## src/rtl/wwd_pkg.sv

```systemverilog
package wwd_pkg;
  typedef enum logic [1:0] {
    PH_IDLE = 2'd0,  // not supervising, counters track their load values
    PH_SHUT = 2'd1,  // closed span: kicks are premature
    PH_OPEN = 2'd2,  // open span: kicks accepted
    PH_DEAD = 2'd3   // open span expired, timeout held
  } wwd_phase_e;
endpackage

```

## src/rtl/wwd_boot_gate.sv

```systemverilog
module wwd_boot_gate #(
  parameter int BOOT_HOLD  = 4,
  parameter bit AUTO_START = 1'b0
) (
  input  logic clk,
  input  logic rst,
  input  logic en,
  output logic active
);
  localparam int BW = (BOOT_HOLD > 0) ? $clog2(BOOT_HOLD + 1) : 1;

  logic [BW-1:0] hold_cnt;
  logic          boot_done;

  always_ff @(posedge clk) begin
    if (rst) hold_cnt <= '0;
    else if (hold_cnt < BW'(BOOT_HOLD)) hold_cnt <= hold_cnt + 1'b1;
  end

  assign boot_done = (hold_cnt == BW'(BOOT_HOLD));

  generate
    if (AUTO_START) begin : g_self
      logic en_unused;
      assign en_unused = en;
      assign active = boot_done;
    end else begin : g_pin
      assign active = boot_done & en;
    end
  endgenerate
endmodule

```

## src/rtl/wwd_span_ctr.sv

```systemverilog
module wwd_span_ctr #(
  parameter int W = 16
) (
  input  logic         clk,
  input  logic         rst,
  input  logic         load,
  input  logic [W-1:0] load_val,
  input  logic         dec,
  output logic         last
);
  logic [W-1:0] left;

  always_ff @(posedge clk) begin
    if (rst)                    left <= '0;
    else if (load)              left <= load_val;
    else if (dec && left != '0) left <= left - 1'b1;
  end

  // final cycle of a span; a zero load behaves as a one-cycle span
  assign last = (left <= W'(1));
endmodule

```

## src/rtl/wwd_phase_fsm.sv

```systemverilog
module wwd_phase_fsm
  import wwd_pkg::*;
#(
  parameter bit EARLY_FAULT_EN = 1'b1
) (
  input  logic       clk,
  input  logic       rst,
  input  logic       active,
  input  logic       kick,
  input  logic       shut_last,
  input  logic       open_last,
  output wwd_phase_e phase,
  output logic       ctr_load,
  output logic       shut_dec,
  output logic       open_dec,
  output logic       early_fault
);
  wwd_phase_e nxt;
  logic       restart;
  logic       early_hit;

  always_comb begin
    nxt     = phase;
    restart = 1'b0;
    unique case (phase)
      PH_IDLE: if (active) nxt = PH_SHUT;
      PH_SHUT: begin
        if (!active)        nxt = PH_IDLE;
        else if (shut_last) nxt = PH_OPEN;
      end
      PH_OPEN: begin
        if (!active) nxt = PH_IDLE;
        else if (kick) begin
          nxt     = PH_SHUT;
          restart = 1'b1;
        end else if (open_last) nxt = PH_DEAD;
      end
      PH_DEAD: if (!active) nxt = PH_IDLE;
      default: nxt = PH_IDLE;
    endcase
  end

  generate
    if (EARLY_FAULT_EN) begin : g_flag
      assign early_hit = active && kick && (phase == PH_SHUT);
    end else begin : g_drop
      assign early_hit = 1'b0;
    end
  endgenerate

  always_ff @(posedge clk) begin
    if (rst) begin
      phase       <= PH_IDLE;
      early_fault <= 1'b0;
    end else begin
      phase <= nxt;
      if (!active)        early_fault <= 1'b0;
      else if (early_hit) early_fault <= 1'b1;
    end
  end

  assign ctr_load = (phase == PH_IDLE) || restart;
  assign shut_dec = (phase == PH_SHUT);
  assign open_dec = (phase == PH_OPEN);
endmodule

```

## src/rtl/win_watchdog.sv

```systemverilog
module win_watchdog
  import wwd_pkg::*;
#(
  parameter int CNT_W          = 16,
  parameter int BOOT_HOLD      = 4,
  parameter bit AUTO_START     = 1'b0,
  parameter bit EARLY_FAULT_EN = 1'b1
) (
  input  logic             clk,
  input  logic             rst,
  input  logic             en,
  input  logic             kick,
  input  logic [CNT_W-1:0] open_dly,
  input  logic [CNT_W-1:0] close_dly,
  output logic             timeout,
  output logic             early_fault,
  output logic             win_open
);
  localparam int NSPAN = 2;  // index 0: closed span, 1: open span

  logic                       active;
  wwd_phase_e                 phase;
  logic                       ctr_load;
  logic [NSPAN-1:0]           span_dec;
  logic [NSPAN-1:0]           span_last;
  logic [NSPAN-1:0][CNT_W-1:0] span_val;

  assign span_val[0] = open_dly;
  assign span_val[1] = close_dly;

  wwd_boot_gate #(.BOOT_HOLD(BOOT_HOLD), .AUTO_START(AUTO_START)) u_gate (
    .clk(clk), .rst(rst), .en(en), .active(active)
  );

  for (genvar g = 0; g < NSPAN; g++) begin : g_span
    wwd_span_ctr #(.W(CNT_W)) u_ctr (
      .clk(clk), .rst(rst), .load(ctr_load), .load_val(span_val[g]),
      .dec(span_dec[g]), .last(span_last[g])
    );
  end

  wwd_phase_fsm #(.EARLY_FAULT_EN(EARLY_FAULT_EN)) u_fsm (
    .clk(clk), .rst(rst), .active(active), .kick(kick),
    .shut_last(span_last[0]), .open_last(span_last[1]),
    .phase(phase), .ctr_load(ctr_load),
    .shut_dec(span_dec[0]), .open_dec(span_dec[1]),
    .early_fault(early_fault)
  );

  assign timeout  = (phase == PH_DEAD);
  assign win_open = (phase == PH_OPEN);
endmodule

```

## config.mk

```make
export PLATFORM = sky130hd
export DESIGN_NAME = win_watchdog
export DESIGN_NICKNAME = d
export VERILOG_FILES = /design/src/rtl/wwd_pkg.sv /design/src/rtl/wwd_boot_gate.sv /design/src/rtl/wwd_span_ctr.sv /design/src/rtl/wwd_phase_fsm.sv /design/src/rtl/win_watchdog.sv
export SDC_FILE = /design/constraint.sdc
export NUM_CORES = 1
export LEC_CHECK = 0
export ABC_CLOCK_PERIOD_IN_PS = 4450
export CORE_UTILIZATION = 40
export DETAILED_ROUTE_END_ITERATION = 10
export GPL_TIMING_DRIVEN = 0
export PLACE_DENSITY = 0.71
export SLEW_MARGIN = 20
export SYNTH_ARGS = -nofsm -noshare
export SYNTH_HDL_FRONTEND = slang
export SYNTH_SLANG_ARGS = --single-unit
```

## constraint.sdc

```tcl
create_clock -name clk -period 4.45 [get_ports clk]
set_input_delay 0.89 -clock clk [delete_from_list [all_inputs] [get_ports clk]]
set_output_delay 0.89 -clock clk [all_outputs]
set_load 0.05 [all_outputs]
```

==> results of run 1 <==
==> kinds of logic after synthesis <==
family	after synthesis	synth area share, %
xor gates and xnor gates	1	0.375
buffers and inverters	27	4.66
adders and majority gates	8	4.28
DFF	38	32.5
muxes	1	0.428
AOI/OAI and AO/OA	60	20.8
and+or+nand+nor	142	36.9
==> worst min-delay path, cell delays in order (launching register included) <==
cell,delay (ns)
dfxtp_1,0.33
nand3_1,0.07
nand3_1,0.06
==> stage by stage <==
step	cells	area [µm²]	hold slack, ns	util [%]	setup WS, ns
6_report	395	2920	0.496	52.5	1.38
5_1_grt	395	2920	0.549	52.5	1.24
4_1_cts	395	2920	0.497	52.4	1.31
3_5_place_dp	387	2810	0.481	50.4	0.998
3_3_place_gp	387	2810	0.473	50.4	1.02
2_1_floorplan	277	2340	0.451	-	2.06
==> power by group through the flow <==
stage               clock, mW  sequential (mW)  combinational [mW]
global route            0.305            0.392               0.139
global placement            0            0.393               0.121
floorplan                   0            0.387              0.0719
finish                  0.283            0.388               0.124
CTS                     0.287            0.387               0.124
detailed placement          0            0.395               0.123
==> cells in the mapped netlist (2+ instances only) <==
cell type	instances	area, µm²
o31ai_1	4	30.0
inv_1	8	30.0
o21ai_0	7	35.0
dfxtp_1	38	761
or2_2	7	43.8
a221o_1	6	60.1
nand4_1	2	12.5
o311a_1	6	60.1
a32o_1	2	20.0
buf_1	2	7.51
or4_1	25	188
o211ai_1	9	67.6
and2_1	3	18.8
a31oi_1	2	12.5
or4b_2	6	60.1
a311oi_1	5	43.8
clkbuf_1	13	48.8
nor4_1	3	18.8
buf_2	3	15.0
ha_1	8	100
nor2_1	21	78.8
nor3_1	9	45.0
nor3b_1	2	15.0
a21oi_1	2	10.0
a211oi_1	2	15.0
or4b_1	3	30.0
o41ai_1	3	26.3
nand3_1	20	100
or3_1	6	37.5
nor4bb_1	2	20.0
nand2_1	15	56.3
o311ai_0	4	35.0
nand3b_1	6	45.0
nand2b_1	3	18.8
nor2b_1	4	25.0
a32oi_1	3	26.3
==> layout by cell type, fill, tap and decap left out, types with 4 or more instances in the layout <==
| cell type | Yosys | layout |
|---|---|---|
| o311a_1 | 6 | 6 |
| clkdlybuf4s50_1 | 0 | 38 |
| nor2b_1 | 4 | 4 |
| o21ai_0 | 7 | 7 |
| inv_1 | 8 | 8 |
| nand3_1 | 20 | 20 |
| o311ai_0 | 4 | 4 |
| nor2_1 | 21 | 21 |
| or4b_2 | 6 | 6 |
| o211ai_1 | 9 | 9 |
| ha_1 | 8 | 8 |
| a221o_1 | 6 | 6 |
| or2_2 | 7 | 7 |
| or3_1 | 6 | 6 |
| nand2_1 | 15 | 15 |
| nor3_1 | 9 | 9 |
| clkbuf_1 | 13 | 13 |
| or4_1 | 25 | 25 |
| o31ai_1 | 4 | 4 |
| clkbuf_8 | 0 | 8 |
| dfxtp_1 | 38 | 38 |
| a311oi_1 | 5 | 5 |
| nand3b_1 | 6 | 6 |
==> layout make-up <==
class                           instances  share of cell area (%)
Buffer                                 19                    2.70
Tap cell                               72                    3.08
Sequential cell                        38                    26.0
Inverter                                8                    1.03
Clock buffer                            8                    3.77
Timing Repair Buffer                   38                    13.0
Multi-Input combinational cell        212                    50.4
==> layer usage <==
layer	global-route usage, %	vias up	share of wire, %
li1	-	1196	-
met1	31.7	1161	46
met2	34.2	102	45
met3	3.72	13	7.3
met4	7.22	0	1.4
met5	0	-	0
==> worst max-delay path by stage <==
stage                         from                       end  slack [ns]
detailed placement            kick   g_span[0].u_ctr.left[4]         1.0
CTS                           kick  g_span[1].u_ctr.left[11]        1.31
finish              u_fsm.phase[1]                  win_open        1.38
global route        u_fsm.phase[1]                  win_open        1.24
floorplan                       en  g_span[0].u_ctr.left[10]        2.06
global placement              kick   g_span[1].u_ctr.left[8]        1.02
==> state kept, by name (all words and copies together), names as in the netlist <==
register           count
u_gate.hold_cnt        3
u_fsm.phase            2
g_span.u_ctr.left     32
u_fsm.early_fault      1
==> metrics.cfg, run 1 <==
[finish]
multiInputGateArea_um2=1470
layout-drive-gt1-share_pct=8.67
nNetsFinal=366
nFillCells=560
seq_area_um2=761
area_growth_syn_to_layout_pct=25.0
num_antenna_cells=0

[pwr]
p_int_uw=585
p_sw_uw=210
cellPowerDensity_nw_per_um2=272
power_uw=795
p_sw_share_pct=26.4
irDropWorstVdd_mv=0.131
share_comb_of_total_power_pct=15.6
p_clk_share_pct=35.6
p_leak_nw=1.04
seq_power_share_pct=48.8

[clock_network]
ctsHoldBuffers=0
cts.clk_slew.worst_paths_ns=0.08
cts_post_setup_buffers_inserted=0
worstSkewPairLatency_ns=0.29
htree_levels=2
cts_tree=done
clock_sinks=38
clk_path_buf_depth=2
cts.repair.resized=0
numCtsBuffers=5
cts-root-buf=clkbuf_8

[route]
detail_route.vias_per_cell=6.26
wirelength_um=6650
drc_errors=0
dr.pass1.iters=5
postRouteAntennaNets=0
drtIter0Drc=204
post_drt_wl_per_cell_um=16.8
vias=2472

[sta]
skew_ns=0.00476
rsz0062_at_grt=no
finalHoldViolCount=0
fmax_mhz=325
setup_viol=0
drv_slew=0
relSlewSlack_pct=56.1
period_needed_ns=3.07
fin_crit_sh_pct=69.1
worst_pin_slew_ns=0.658
finalSetupTns_ns=0

[synth]
ys_seq_elements=38
synth.avg_cell_area_um2=8.44
ys_seq_area_share_pct=32.5
synthFlopType=dfxtp_1
ys_types=49
yosysWarnings=0
async_flop_share_pct=0
synth_edf_count=0
netlist_area_um2=2340
synth_fp_nets=321
synthCells=277

[place]
numPortBuffers=38
dpl.hpwl_um=4640
place_congestion=0.883

[floorplanning]
io_pins=39
die_w_um=78.5
initial_core_util_pct=42.0
design.die.area_um2=6160
rows=27
core-area_um2=5570
dieHeight_um=78.5

[setup_path]
reg2reg_from=g_span[0].u_ctr.left[0]
crit_family=buffers and inverters
cp-end-kind=primary output
path_buf_inv=3
worst-r2r-cell-count=8
rrSetupSlack_ns=1.69
arrival_ns=2.18
r2r_end=g_span[0].u_ctr.left[3]
cp_slowest_stage_delay_ns=0.81
path_depth=4
critPathLaunchType=flip-flop
path_max_fanout=10
crit_type=reg -> out
crit_slowest_cell=clkdlybuf4s50_1
crit_required_ns=3.56
path_cells=clkbuf_1, nand2b_1, inv_1, clkdlybuf4s50_1

[global_routing]
grt_pass1_wl_um=10800
grt_max_degree=12
grt_pass1_vias=2217
grt_overflow=0
antenna_found_initial=0
grt_use_total_pct=22.4

[hold_path]
min_path_cells=2
worstHoldPathType=reg -> reg
min_from=g_span[0].u_ctr.left[8]
hold_path_end=g_span[0].u_ctr.left[8]

[status]
status=finished, final reports clean

[run]
drv_cap=0

(Power assumes the default switching activity.)
==> run 2: changes to the inputs <==
Settings changed: ABC_CLOCK_PERIOD_IN_PS 4450 to 2800, PLACE_DENSITY 0.71 to 0.73.
Clock period 4.45 ns to 2.8 ns, I/O delays scaled along.
==> run 2 against run 1 <==
- non-clock buffer count did not move
- largest power group unchanged
- setup slack got worse by 1.2 ns
- largest cell class unchanged
- critical endpoint is now g_span[0].u_ctr.left[6]
- sequential power is 59% higher
==> metrics.cfg, run 2 (synthesis gave the netlist of run 1 again) <==
[hold_path]
min_path_cells=2  ; unchanged
hold_path_end=u_fsm.early_fault
worstHoldPathType=reg -> reg
min_from=u_fsm.early_fault

[sta]
period_needed_ns=2.65
setup_viol=0  ; unchanged
fin_crit_sh_pct=94.7
fin_ws_ns=0.147  ; -1.23 ns
skew_ns=0.00729  ; +0.00254 ns
fmax_mhz=377
rsz0062_at_grt=no
finalSetupTns_ns=0  ; unchanged
drv_slew=0  ; unchanged
finalHoldViolCount=0  ; unchanged
worst_pin_slew_ns=0.670  ; +0.0122 ns
relSlewSlack_pct=55.2  ; -0.82 points

[setup_path]
critPathLaunchType=flip-flop
rrSetupSlack_ns=0.15  ; -1.54 ns
crit_required_ns=2.99  ; -0.57 ns
cp-end-kind=flip-flop
worst-r2r-cell-count=8  ; unchanged
crit_type=reg -> reg
path_max_fanout=10  ; unchanged
arrival_ns=2.84  ; +0.66 ns
reg2reg_from=g_span[0].u_ctr.left[0]
r2r_end=g_span[0].u_ctr.left[6]

[floorplanning]
core-area_um2=5570  ; unchanged
initial_core_util_pct=42.0  ; unchanged
io_pins=39  ; unchanged
rows=27  ; unchanged
die_w_um=78.5  ; unchanged
dieHeight_um=78.5  ; unchanged
design.die.area_um2=6160  ; unchanged

[pwr]
p_clk_share_pct=36.8  ; +1.2 points
cellPowerDensity_nw_per_um2=441  ; +62%
p_leak_nw=1.07  ; +2.5%
p_int_uw=944  ; +61%
share_comb_of_total_power_pct=15.6  ; about the same
power_mw=1.29  ; +63%
seq_power_share_pct=47.6  ; -1.2 points
p_sw_share_pct=27.0  ; +0.64 points
p_sw_uw=350  ; +67%
irDropWorstVdd_mv=0.207  ; +57%

[finish]
finish.utilization_pct=52.7  ; +0.20 points
reg.largest.list=g_span.u_ctr.left (32), u_gate.hold_cnt (3), u_fsm.phase (2)
final_cell_mix=dfxtp_1 (38), clkdlybuf4s50_1 (37), or4_1 (25), nor2_1 (21), nand3_1 (20)
num_antenna_cells=0  ; unchanged
layout-drive-gt1-share_pct=8.98  ; +0.31 points
final_common_cell=dfxtp_1
area_growth_syn_to_layout_pct=25.5
nFillCells=551  ; -1.6%
nNetsFinal=366  ; unchanged
stdcell_count=395  ; unchanged
regMostFlops=g_span.u_ctr.left
largest_reg_flops=32  ; unchanged

[place]
placedCellCount=387  ; unchanged
numPortBuffers=38  ; unchanged
pre_cts_slack_ns=-0.207  ; -1.20 ns
place_congestion=0.858  ; -2.8%
dpl.hpwl_um=4770  ; +2.8%

[route]
wirelength_um=6760  ; +1.6%
vias=2498  ; +1.1%
detail_route.vias_per_cell=6.32  ; +1.1%
postRouteAntennaNets=0  ; unchanged
post_drt_wl_per_cell_um=17.1  ; +1.6%
dr.pass1.iters=5  ; unchanged
drtIter0Drc=257  ; +26%
drc_errors=0  ; unchanged

[clock_network]
cts_post_setup_buffers_inserted=0  ; unchanged
worstSkewPairLatency_ns=0.30  ; about the same
numCtsBuffers=5  ; unchanged
clk_path_buf_depth=2  ; unchanged
clock_sinks=38  ; unchanged
cts.clk_slew.worst_paths_ns=0.08  ; about the same
cts_tree=done
htree_levels=2  ; unchanged
cts-root-buf=clkbuf_8

[global_routing]
grt_pass1_vias=2290  ; +3.3%
antenna_found_initial=0  ; unchanged
grt_pass1_wl_um=11300  ; +4.3%
grt_max_degree=13  ; +1
grt_overflow=0  ; unchanged
grt_use_total_pct=23.6  ; +1.2 points

[status]
status=finished, final reports clean

[run]
drv_cap=0  ; unchanged

==> run 2: cell types whose count changed in the layout (fill, tap and decap cells not counted), sizes merged <==
cell	previous run	this run
clkinv	0	2
clkbuf	21	17
buf	6	7
bufinv	0	1
clkdlybuf4s50	38	37
dlymetal6s2s	0	1
==> run 2: worst max-delay path, cell delays in order (launching register included) <==
cell	delay [ns]
dfxtp_1	0.35
inv_1	0.12
ha_1	0.18
or4b_2	0.66
nor4_4	0.33
buf_2	0.28
buf_2	0.26
nor3_1	0.07
a221o_1	0.29
==> run 2: worst max path at each step <==
stage	from	slack (ns)	endpoint
global route	g_span[0].u_ctr.left[1]	0.03	g_span[0].u_ctr.left[13]
detailed placement	kick	-0.21	g_span[1].u_ctr.left[11]
finish	g_span[0].u_ctr.left[0]	0.15	g_span[0].u_ctr.left[6]
CTS	g_span[0].u_ctr.left[0]	0.08	g_span[0].u_ctr.left[6]
floorplan	g_span[0].u_ctr.left[0]	0.48	g_span[0].u_ctr.left[3]
global placement	kick	-0.19	g_span[0].u_ctr.left[4]
==> run 2: final cells by class <==
| type | count | area [µm²] | share of cell area (%) |
|---|---|---|---|
| timing repair buffer | 38 | 383 | 13.0 |
| clock inverter | 3 | 40.0 | 1.36 |
| buffer | 19 | 80.1 | 2.73 |
| sequential | 38 | 761 | 25.9 |
| inverter | 8 | 30.0 | 1.02 |
| multi-input combinational | 212 | 1480 | 50.5 |
| tap | 72 | 90.1 | 3.07 |
| clock buffer | 5 | 68.8 | 2.34 |
==> run 2: per-layer routing <==
metal / part of all wire (%) / track usage (%) / vias to the layer above
li1: - / - / 1189
met1: 47 / 32.4 / 1204
met2: 46 / 37.6 / 94
met3: 5.9 / 4.30 / 11
met4: 1.3 / 6.11 / 0
met5: 0 / 0 / -
==> run 2: power groups by stage <==
stage / combinational [mW] / sequential, mW / clock [mW]
after floorplan: 0.114 / 0.616 / 0
after global placement: 0.191 / 0.625 / 0
after detailed placement: 0.196 / 0.627 / 0
after CTS: 0.198 / 0.615 / 0.480
after global routing: 0.225 / 0.622 / 0.504
final: 0.201 / 0.616 / 0.476
==> run 2: repair_timing <==
item,4_1_cts,5_1_grt
hold buffers,0,0
gates resized for setup,0,6
endpoints found under the hold margin,0,0
endpoints found under the setup margin,0,18
==> run 2: per-stage QoR <==
step / hold slack, ns / cell area (µm²)
CTS: 0.509 / 2920
global placement: 0.476 / 2810
finish: 0.510 / 2940
global route: 0.532 / 2940
detailed placement: 0.491 / 2810
floorplan: 0.451 / 2340
